--- config.mk ---
export PLATFORM = sky130hd
export DESIGN_NAME = spi_prom_seq_reader
export DESIGN_NICKNAME = d
export VERILOG_FILES = /design/src/rtl/spr_pkg.sv /design/src/rtl/spr_half_tick.sv /design/src/rtl/spr_frame_shifter.sv /design/src/rtl/spr_seq_ctrl.sv /design/src/rtl/spi_prom_seq_reader.sv
export SDC_FILE = /design/constraint.sdc
export NUM_CORES = 1
export LEC_CHECK = 0
export BUFFER_PORTS_ARGS = -buffer_cell sky130_fd_sc_hd__buf_2
export CORE_AREA = 4 4 101 103
export DETAILED_ROUTE_END_ITERATION = 8
export DIE_AREA = 0 0 105 107
export HOLD_SLACK_MARGIN = 0.15
export PLACE_DENSITY = 0.61
export SKIP_CTS_REPAIR_TIMING = 1
export SLEW_MARGIN = 20
export SYNTH_ARGS = -nofsm -noshare
export SYNTH_HDL_FRONTEND = slang
export SYNTH_SLANG_ARGS = --single-unit
--- constraint.sdc ---
create_clock -name clk -period 2.6 [get_ports clk]
set_input_delay 0.65 -clock clk [delete_from_list [all_inputs] [get_ports clk]]
set_output_delay 0.65 -clock clk [all_outputs]
set_load 0.02 [all_outputs]
--- src/rtl/spr_pkg.sv ---
package spr_pkg;
   typedef enum logic [2:0] {
      SQ_IDLE,
      SQ_WAKE,
      SQ_GAP,
      SQ_XFER,
      SQ_FIN
   } seq_state_t;

   // Three timed half-periods of wake-up; the fourth (low) merges into the first gap
   localparam int WAKE_HALVES = 3;
endpackage

--- src/rtl/spr_half_tick.sv ---
module spr_half_tick #(
   parameter int HALF_DIV = 625
) (
   input  logic clk,
   input  logic rst_n,
   input  logic run,
   output logic tick
);
   localparam int CW = (HALF_DIV > 2) ? $clog2(HALF_DIV) : 1;

   if (HALF_DIV < 2) begin : g_bad_div
      $error("spr_half_tick: HALF_DIV must be at least 2");
   end

   logic [CW-1:0] cnt;

   assign tick = run && (cnt == CW'(HALF_DIV - 1));

   always_ff @(posedge clk or negedge rst_n) begin
      if (!rst_n)              cnt <= '0;
      else if (!run || tick)   cnt <= '0;
      else                     cnt <= cnt + 1'b1;
   end

   // half-period ticks are never back to back
   a_r4_tick_spacing: assert property (@(posedge clk) disable iff (!rst_n)
      tick |=> !tick);
endmodule

--- src/rtl/spr_frame_shifter.sv ---
module spr_frame_shifter #(
   parameter int TX_W   = 16,
   parameter int DATA_W = 8
) (
   input  logic              clk,
   input  logic              rst_n,
   input  logic              tick,
   input  logic              load,
   input  logic [TX_W-1:0]   load_word,
   input  logic              miso,
   output logic              sclk,
   output logic              mosi,
   output logic              frame_done,
   output logic [DATA_W-1:0] rx_byte
);
   localparam int TOTAL = TX_W + DATA_W;
   localparam int BW    = $clog2(TOTAL);

   if (DATA_W < 2 || TX_W < 2) begin : g_bad_w
      $error("spr_frame_shifter: widths too small");
   end

   logic [TX_W-1:0] tx;
   logic [BW-1:0]   bidx;
   logic            high_ph;
   logic            active;

   assign mosi = tx[TX_W-1];

   always_ff @(posedge clk or negedge rst_n) begin
      if (!rst_n) begin
         tx         <= '0;
         bidx       <= '0;
         high_ph    <= 1'b0;
         active     <= 1'b0;
         sclk       <= 1'b0;
         frame_done <= 1'b0;
         rx_byte    <= '0;
      end else begin
         frame_done <= 1'b0;
         if (load) begin
            tx      <= load_word;
            bidx    <= '0;
            high_ph <= 1'b0;
            active  <= 1'b1;
            sclk    <= 1'b0;
         end else if (active && tick) begin
            if (!high_ph) begin
               high_ph <= 1'b1;
               sclk    <= 1'b1;
            end else begin
               if (bidx >= BW'(TX_W)) rx_byte <= {rx_byte[DATA_W-2:0], miso};
               high_ph <= 1'b0;
               sclk    <= 1'b0;
               if (bidx == BW'(TOTAL - 1)) begin
                  active     <= 1'b0;
                  frame_done <= 1'b1;
               end else begin
                  bidx <= bidx + 1'b1;
                  tx   <= {tx[TX_W-2:0], 1'b0};
               end
            end
         end
      end
   end

   // outgoing bit is steady through a high phase
   a_r2_mosi_steady_high: assert property (@(posedge clk) disable iff (!rst_n)
      (sclk && $past(sclk)) |-> $stable(mosi));
   // a frame closes only after a high phase
   a_r3_close_after_high: assert property (@(posedge clk) disable iff (!rst_n)
      frame_done |-> $past(sclk));
endmodule

--- src/rtl/spr_seq_ctrl.sv ---
module spr_seq_ctrl
   import spr_pkg::*;
#(
   parameter int          ADDR_W     = 8,
   parameter int          CNT_W      = 8,
   parameter int          DATA_W     = 8,
   parameter int          OP_W       = 8,
   parameter logic [7:0]  READ_OP    = 8'h03,
   parameter int          GAP_HALVES = 4
) (
   input  logic                   clk,
   input  logic                   rst_n,
   input  logic                   tick,
   input  logic                   start,
   input  logic [ADDR_W-1:0]      start_addr,
   input  logic [CNT_W-1:0]       byte_count,
   input  logic                   frame_done,
   input  logic [DATA_W-1:0]      rx_byte,
   output logic                   load,
   output logic [OP_W+ADDR_W-1:0] load_word,
   output logic                   cs_n,
   output logic                   wake_sclk,
   output logic                   busy,
   output logic                   done,
   output logic                   byte_valid,
   output logic [DATA_W-1:0]      byte_data
);
   localparam int MAXH = (GAP_HALVES > WAKE_HALVES) ? GAP_HALVES : WAKE_HALVES;
   localparam int HW   = $clog2(MAXH + 1);

   if (GAP_HALVES < 1) begin : g_bad_gap
      $error("spr_seq_ctrl: GAP_HALVES must be at least 1");
   end

   seq_state_t        state;
   logic [ADDR_W-1:0] addr;
   logic [CNT_W-1:0]  remain;
   logic [HW-1:0]     hcnt;

   assign busy      = (state != SQ_IDLE);
   assign done      = (state == SQ_FIN);
   assign load      = (state == SQ_GAP) && tick && (hcnt == HW'(GAP_HALVES - 1));
   assign load_word = {READ_OP[OP_W-1:0], addr};

   always_ff @(posedge clk or negedge rst_n) begin
      if (!rst_n) begin
         state      <= SQ_IDLE;
         addr       <= '0;
         remain     <= '0;
         hcnt       <= '0;
         cs_n       <= 1'b1;
         wake_sclk  <= 1'b0;
         byte_valid <= 1'b0;
         byte_data  <= '0;
      end else begin
         byte_valid <= 1'b0;
         case (state)
            SQ_IDLE: begin
               cs_n      <= 1'b1;
               wake_sclk <= 1'b0;
               if (start) begin
                  addr   <= start_addr;
                  remain <= byte_count;
                  hcnt   <= '0;
                  if (byte_count == '0) begin
                     state <= SQ_FIN;
                  end else begin
                     state     <= SQ_WAKE;
                     wake_sclk <= 1'b1;
                  end
               end
            end
            SQ_WAKE: if (tick) begin
               if (hcnt == HW'(WAKE_HALVES - 1)) begin
                  state     <= SQ_GAP;
                  hcnt      <= '0;
                  wake_sclk <= 1'b0;
               end else begin
                  hcnt      <= hcnt + 1'b1;
                  wake_sclk <= ~wake_sclk;
               end
            end
            SQ_GAP: if (tick) begin
               if (load) begin
                  state <= SQ_XFER;
                  cs_n  <= 1'b0;
                  hcnt  <= '0;
               end else begin
                  hcnt <= hcnt + 1'b1;
               end
            end
            SQ_XFER: if (frame_done) begin
               byte_valid <= 1'b1;
               byte_data  <= rx_byte;
               addr       <= addr + 1'b1;
               remain     <= remain - 1'b1;
               cs_n       <= 1'b1;
               hcnt       <= '0;
               state      <= (remain == CNT_W'(1)) ? SQ_FIN : SQ_GAP;
            end
            SQ_FIN:  state <= SQ_IDLE;
            default: state <= SQ_IDLE;
         endcase
      end
   end

   a_r1_cs_high_idle: assert property (@(posedge clk) disable iff (!rst_n)
      !busy |-> cs_n);
   a_r8_zero_count: assert property (@(posedge clk) disable iff (!rst_n)
      (!busy && start && byte_count == '0) |=> done);
   a_r9_done_ends_busy: assert property (@(posedge clk) disable iff (!rst_n)
      done |=> !busy);
   a_r6_valid_cs_released: assert property (@(posedge clk) disable iff (!rst_n)
      byte_valid |-> cs_n);
endmodule

--- src/rtl/spi_prom_seq_reader.sv ---
module spi_prom_seq_reader #(
   parameter int         ADDR_W     = 8,
   parameter int         CNT_W      = 8,
   parameter int         DATA_W     = 8,
   parameter int         HALF_DIV   = 625,
   parameter int         GAP_HALVES = 4,
   parameter logic [7:0] READ_OP    = 8'h03
) (
   input  logic              clk,
   input  logic              rst_n,
   input  logic              start,
   input  logic [ADDR_W-1:0] start_addr,
   input  logic [CNT_W-1:0]  byte_count,
   output logic              busy,
   output logic              done,
   output logic              byte_valid,
   output logic [DATA_W-1:0] byte_data,
   output logic              prom_cs_n,
   output logic              prom_sclk,
   output logic              prom_mosi,
   input  logic              prom_miso
);
   localparam int OP_W = 8;
   localparam int TX_W = OP_W + ADDR_W;

   logic              tick, load, frame_done, wake_sclk, shift_sclk;
   logic [TX_W-1:0]   load_word;
   logic [DATA_W-1:0] rx_byte;

   spr_half_tick #(.HALF_DIV(HALF_DIV)) u_tick (
      .clk(clk), .rst_n(rst_n), .run(busy), .tick(tick));

   spr_seq_ctrl #(
      .ADDR_W(ADDR_W), .CNT_W(CNT_W), .DATA_W(DATA_W), .OP_W(OP_W),
      .READ_OP(READ_OP), .GAP_HALVES(GAP_HALVES)
   ) u_ctrl (
      .clk(clk), .rst_n(rst_n), .tick(tick), .start(start),
      .start_addr(start_addr), .byte_count(byte_count),
      .frame_done(frame_done), .rx_byte(rx_byte), .load(load),
      .load_word(load_word), .cs_n(prom_cs_n), .wake_sclk(wake_sclk),
      .busy(busy), .done(done), .byte_valid(byte_valid), .byte_data(byte_data));

   spr_frame_shifter #(.TX_W(TX_W), .DATA_W(DATA_W)) u_shift (
      .clk(clk), .rst_n(rst_n), .tick(tick), .load(load),
      .load_word(load_word), .miso(prom_miso), .sclk(shift_sclk),
      .mosi(prom_mosi), .frame_done(frame_done), .rx_byte(rx_byte));

   assign prom_sclk = wake_sclk | shift_sclk;

   // chip select only moves while the serial clock is low
   a_r4_cs_moves_clk_low: assert property (@(posedge clk) disable iff (!rst_n)
      ($fell(prom_cs_n) || $rose(prom_cs_n)) |-> !prom_sclk);
   // wake-up pulses never overlap an active chip select
   a_r5_wake_cs_high: assert property (@(posedge clk) disable iff (!rst_n)
      wake_sclk |-> prom_cs_n);
endmodule

==> results.toml <==
[route]
wl_per_cell_um = 14.8
drt-total-wl_um = 7790
number_of_detailed_routing_iterations_run_before_antenna_repair = 4
routed.top_layer = "met4"
post_detailed_route_via_to_cell_ratio = 5.45
route.detailed.drc = 0
routedLengthMet1_um = 3650
wl_met3_um = 405
final_antenna_net_count = 0
detailroute.wirelength.met2_um = 3650
vias_post_dr = 2869
drt-initial-drc-count = 193

[place]
dpl.hpwl_um = 5550
routability_congestion_estimate = 0.827
numPortBuffers = 33
placedInstanceArea_um2 = 4030

[synthesis]
async_reset_ff_share_pct = 100
synth_edf_count = 0
yosysTopAreaCellShare_pct = 49.2
postSynthNetCount = 405
postSynthRegisterBits = 75
synthDistinctLibCells = 64
post-synth-top-count-cell = "sky130_fd_sc_hd__dfrtp_1"
synth_area_per_cell_um2 = 10.0
netlist_top_cells_area = "sky130_fd_sc_hd__dfrtp_1 (49%), sky130_fd_sc_hd__mux2_2 (4.8%), sky130_fd_sc_hd__nand2_1 (4.8%)"
cell_taking_the_most_area_after_synthesis = "sky130_fd_sc_hd__dfrtp_1"
synthesis.yosys.warnings = 0
netlist_instances = 376
synthTopCellsByCount = "sky130_fd_sc_hd__dfrtp_1 (74), sky130_fd_sc_hd__nand2_1 (48), sky130_fd_sc_hd__o21ai_0 (34), sky130_fd_sc_hd__nor2_1 (31), sky130_fd_sc_hd__a21oi_1 (21)"
synth_ff_type = "sky130_fd_sc_hd__dfrtp_1"
synth-seq-area-share_pct = 49.9
mappedNetlistArea_um2 = 3760

[clock_network]
htree_levels = 3
cts_inserted_buffers = 9
clock-sinks = 75
clock_tree.root_cell = "sky130_fd_sc_hd__clkbuf_8"
cts_tree = "yes"
worst_skew_pair.late_latency_ps = 350
clock_transition_at_the_registers_of_the_reported_paths_ps = 80
buffers_from_clock_root_to_sink_at_most = 2

[die]
die_width_um = 105
core_area_um2 = 9200
die-area_um2 = 11200
initial_core_util_pct = 40.9
die_height_um = 107
row_count = 35
io-pin-count = 34

[power]
p_comb_share_pct = 2.4
share_seq_of_total_power_pct = 52.3
power.ir.vdd_worst_v = 0.000292
total_switching_power_w = 0.000462
cell_internal_pwr_w = 0.00178
power.share.switching_pct = 20.6
static_leak_nw = 2.02
clockPowerShare_pct = 45.3
power_per_cell_area_nw_per_um2 = 527

[cells_and_area]
finish.net_count = 439
layout-drive-gt1-share_pct = 21.2
cell_area_after_layout_um2 = 4260
areaGrowthSynthToFinish_pct = 13.1
antenna-diode-count = 0

[grt]
grt_antenna_before_repair = 0
overflow = 0
via_count_of_the_first_global_routing_pass = 2802
grt_start_max_net_pins = 42
grt_pass1_wl_um = 13500
globalRouteTotalUtil_pct = 14.9

[sta]
worst-slew-pin-transition_ps = 577
post-route-period-util_pct = 88.5
setup_viol = 0
layout_min_cycle_time_ps = 2300
max_slew_margin_pct = 61.0
grt_setup_unrepaired = "no"
finalClockSkew_ps = 7.15
final_max_slew_viol_count = 0
finalHoldViolations = 0
max_freq_ghz = 0.435
fin_setup_tns_ps = 0

[worst_setup_path]
critical_path_required_ps = 2880
cp.arrival_ps = 2580
worst_setup_path_end_kind = "flop"
worstSetupStartpointType = "flop"
critical_path_class = "reg -> reg"
worstPathMaxFanout = 12

[min_path]
timing.hold.worst.class = "in -> async"

[run_status]
status = "completed"

[flow_run]
max-cap-violations = 0
metal layers:
| metal | up-vias | GRT usage (%) |
|---|---|---|
| li1 | 1401 | - |
| met1 | 1387 | 19.8 |
| met2 | 73 | 23.3 |
| met3 | 8 | 4.39 |
| met4 | 0 | 4.87 |
| met5 | - | 0 |
logic make-up (layout without fill, tap and decap cells):
| group | count (synthesis) | count (layout) | share of synthesized area (%) |
|---|---|---|---|
| simple gates | 140 | 140 | 19.2 |
| compound gates | 86 | 86 | 13.7 |
| flops | 75 | 75 | 49.9 |
| buf+inv | 29 | 68 | 4.22 |
| mux | 26 | 26 | 7.45 |
| xor+xnor | 11 | 11 | 2.56 |
| fa+ha+maj | 9 | 9 | 2.99 |
through the flow:
step                      instances  hold slack, ps  power (W)  utilization [%]  worst slack, ps
after floorplan                 376             354    0.00120                -              451
after global placement          510             465    0.00125             43.8              361
after detailed placement        510             470    0.00125             43.8              302
after CTS                       526             255    0.00227             46.3              290
after global routing            526             276    0.00233             46.3              164
final                           526             249    0.00224             46.3              300
state kept, by name, summed over array words and instances, names as in the netlist, 3 cells and up:
register / count
u_shift.tx: 16
u_ctrl.hcnt: 3
u_ctrl.remain: 8
u_ctrl.addr: 8
u_ctrl.byte_data: 8
u_ctrl.state: 3
u_tick.cnt: 10
u_shift.rx_byte: 8
u_shift.bidx: 5
final cells by class:
cell class                 instances  area [um2]
fill                             904        4940
sequential                        75        1880
multi-input combinational        272        1730
timing repair buffer              42         248
clock buffer                      12         155
tap                              111         139
clock inverter                     4        72.6
inverter                          10        37.5
power groups by stage:
stage               Clock (W)  Sequential [W]  Combinational (W)
CTS                   0.00104         0.00117          0.0000564
detailed placement          0         0.00119          0.0000561
global placement            0         0.00119          0.0000561
global route          0.00110         0.00117          0.0000634
finish                0.00102         0.00117          0.0000542
floorplan                   0         0.00119          0.0000100
layout by cell type, fill, tap and decap left out, types with 3 or more instances in the layout:
| master | netlist | layout |
|---|---|---|
| sky130_fd_sc_hd__a31oi_1 | 3 | 3 |
| sky130_fd_sc_hd__xor2_1 | 5 | 5 |
| sky130_fd_sc_hd__clkbuf_8 | 1 | 11 |
| sky130_fd_sc_hd__nand3_1 | 17 | 17 |
| sky130_fd_sc_hd__or4_2 | 3 | 3 |
| sky130_fd_sc_hd__ha_1 | 9 | 9 |
| sky130_fd_sc_hd__nor2_1 | 31 | 31 |
| sky130_fd_sc_hd__mux2_2 | 16 | 16 |
| sky130_fd_sc_hd__xnor2_1 | 6 | 6 |
| sky130_fd_sc_hd__mux2i_1 | 10 | 10 |
| sky130_fd_sc_hd__o21ai_0 | 34 | 34 |
| sky130_fd_sc_hd__buf_2 | 2 | 32 |
| sky130_fd_sc_hd__a21oi_1 | 21 | 21 |
| sky130_fd_sc_hd__inv_1 | 10 | 10 |
| sky130_fd_sc_hd__nand2_1 | 48 | 48 |
| sky130_fd_sc_hd__o31ai_1 | 3 | 3 |
| sky130_fd_sc_hd__nor3_1 | 6 | 6 |
| sky130_fd_sc_hd__dfrtp_1 | 74 | 74 |
| sky130_fd_sc_hd__and3_1 | 8 | 8 |
| sky130_fd_sc_hd__buf_4 | 0 | 9 |
path summary, 6_finish.rpt:
| kind | startpoint | end | slack, ps | cells past startpoint |
|---|---|---|---|---|
| setup / recovery | u_tick.cnt[0] | u_ctrl.state[0] | 300 | 7 |
| hold / removal | rst_n | u_tick.cnt[4] | 250 | 1 |
| setup reg to reg | u_tick.cnt[0] | u_ctrl.state[0] | 300 | 7 |
| hold reg to reg | u_shift.tx[13] | u_shift.tx[13] | 480 | 2 |
| max in group asynchronous | rst_n | u_ctrl.cs_n | 1710 | 2 |
| min in group clk | u_shift.tx[13] | u_shift.tx[13] | 480 | 2 |
critical path: stages (launching register included):
cell                      delay (ps)
sky130_fd_sc_hd__dfrtp_1         420
sky130_fd_sc_hd__inv_1            70
sky130_fd_sc_hd__ha_1            130
sky130_fd_sc_hd__or3b_4          390
sky130_fd_sc_hd__or3_4           430
sky130_fd_sc_hd__o31a_1          410
sky130_fd_sc_hd__a311o_1         300
sky130_fd_sc_hd__nand3_1          80
No activity file was read; power rests on OpenSTA's default activity.
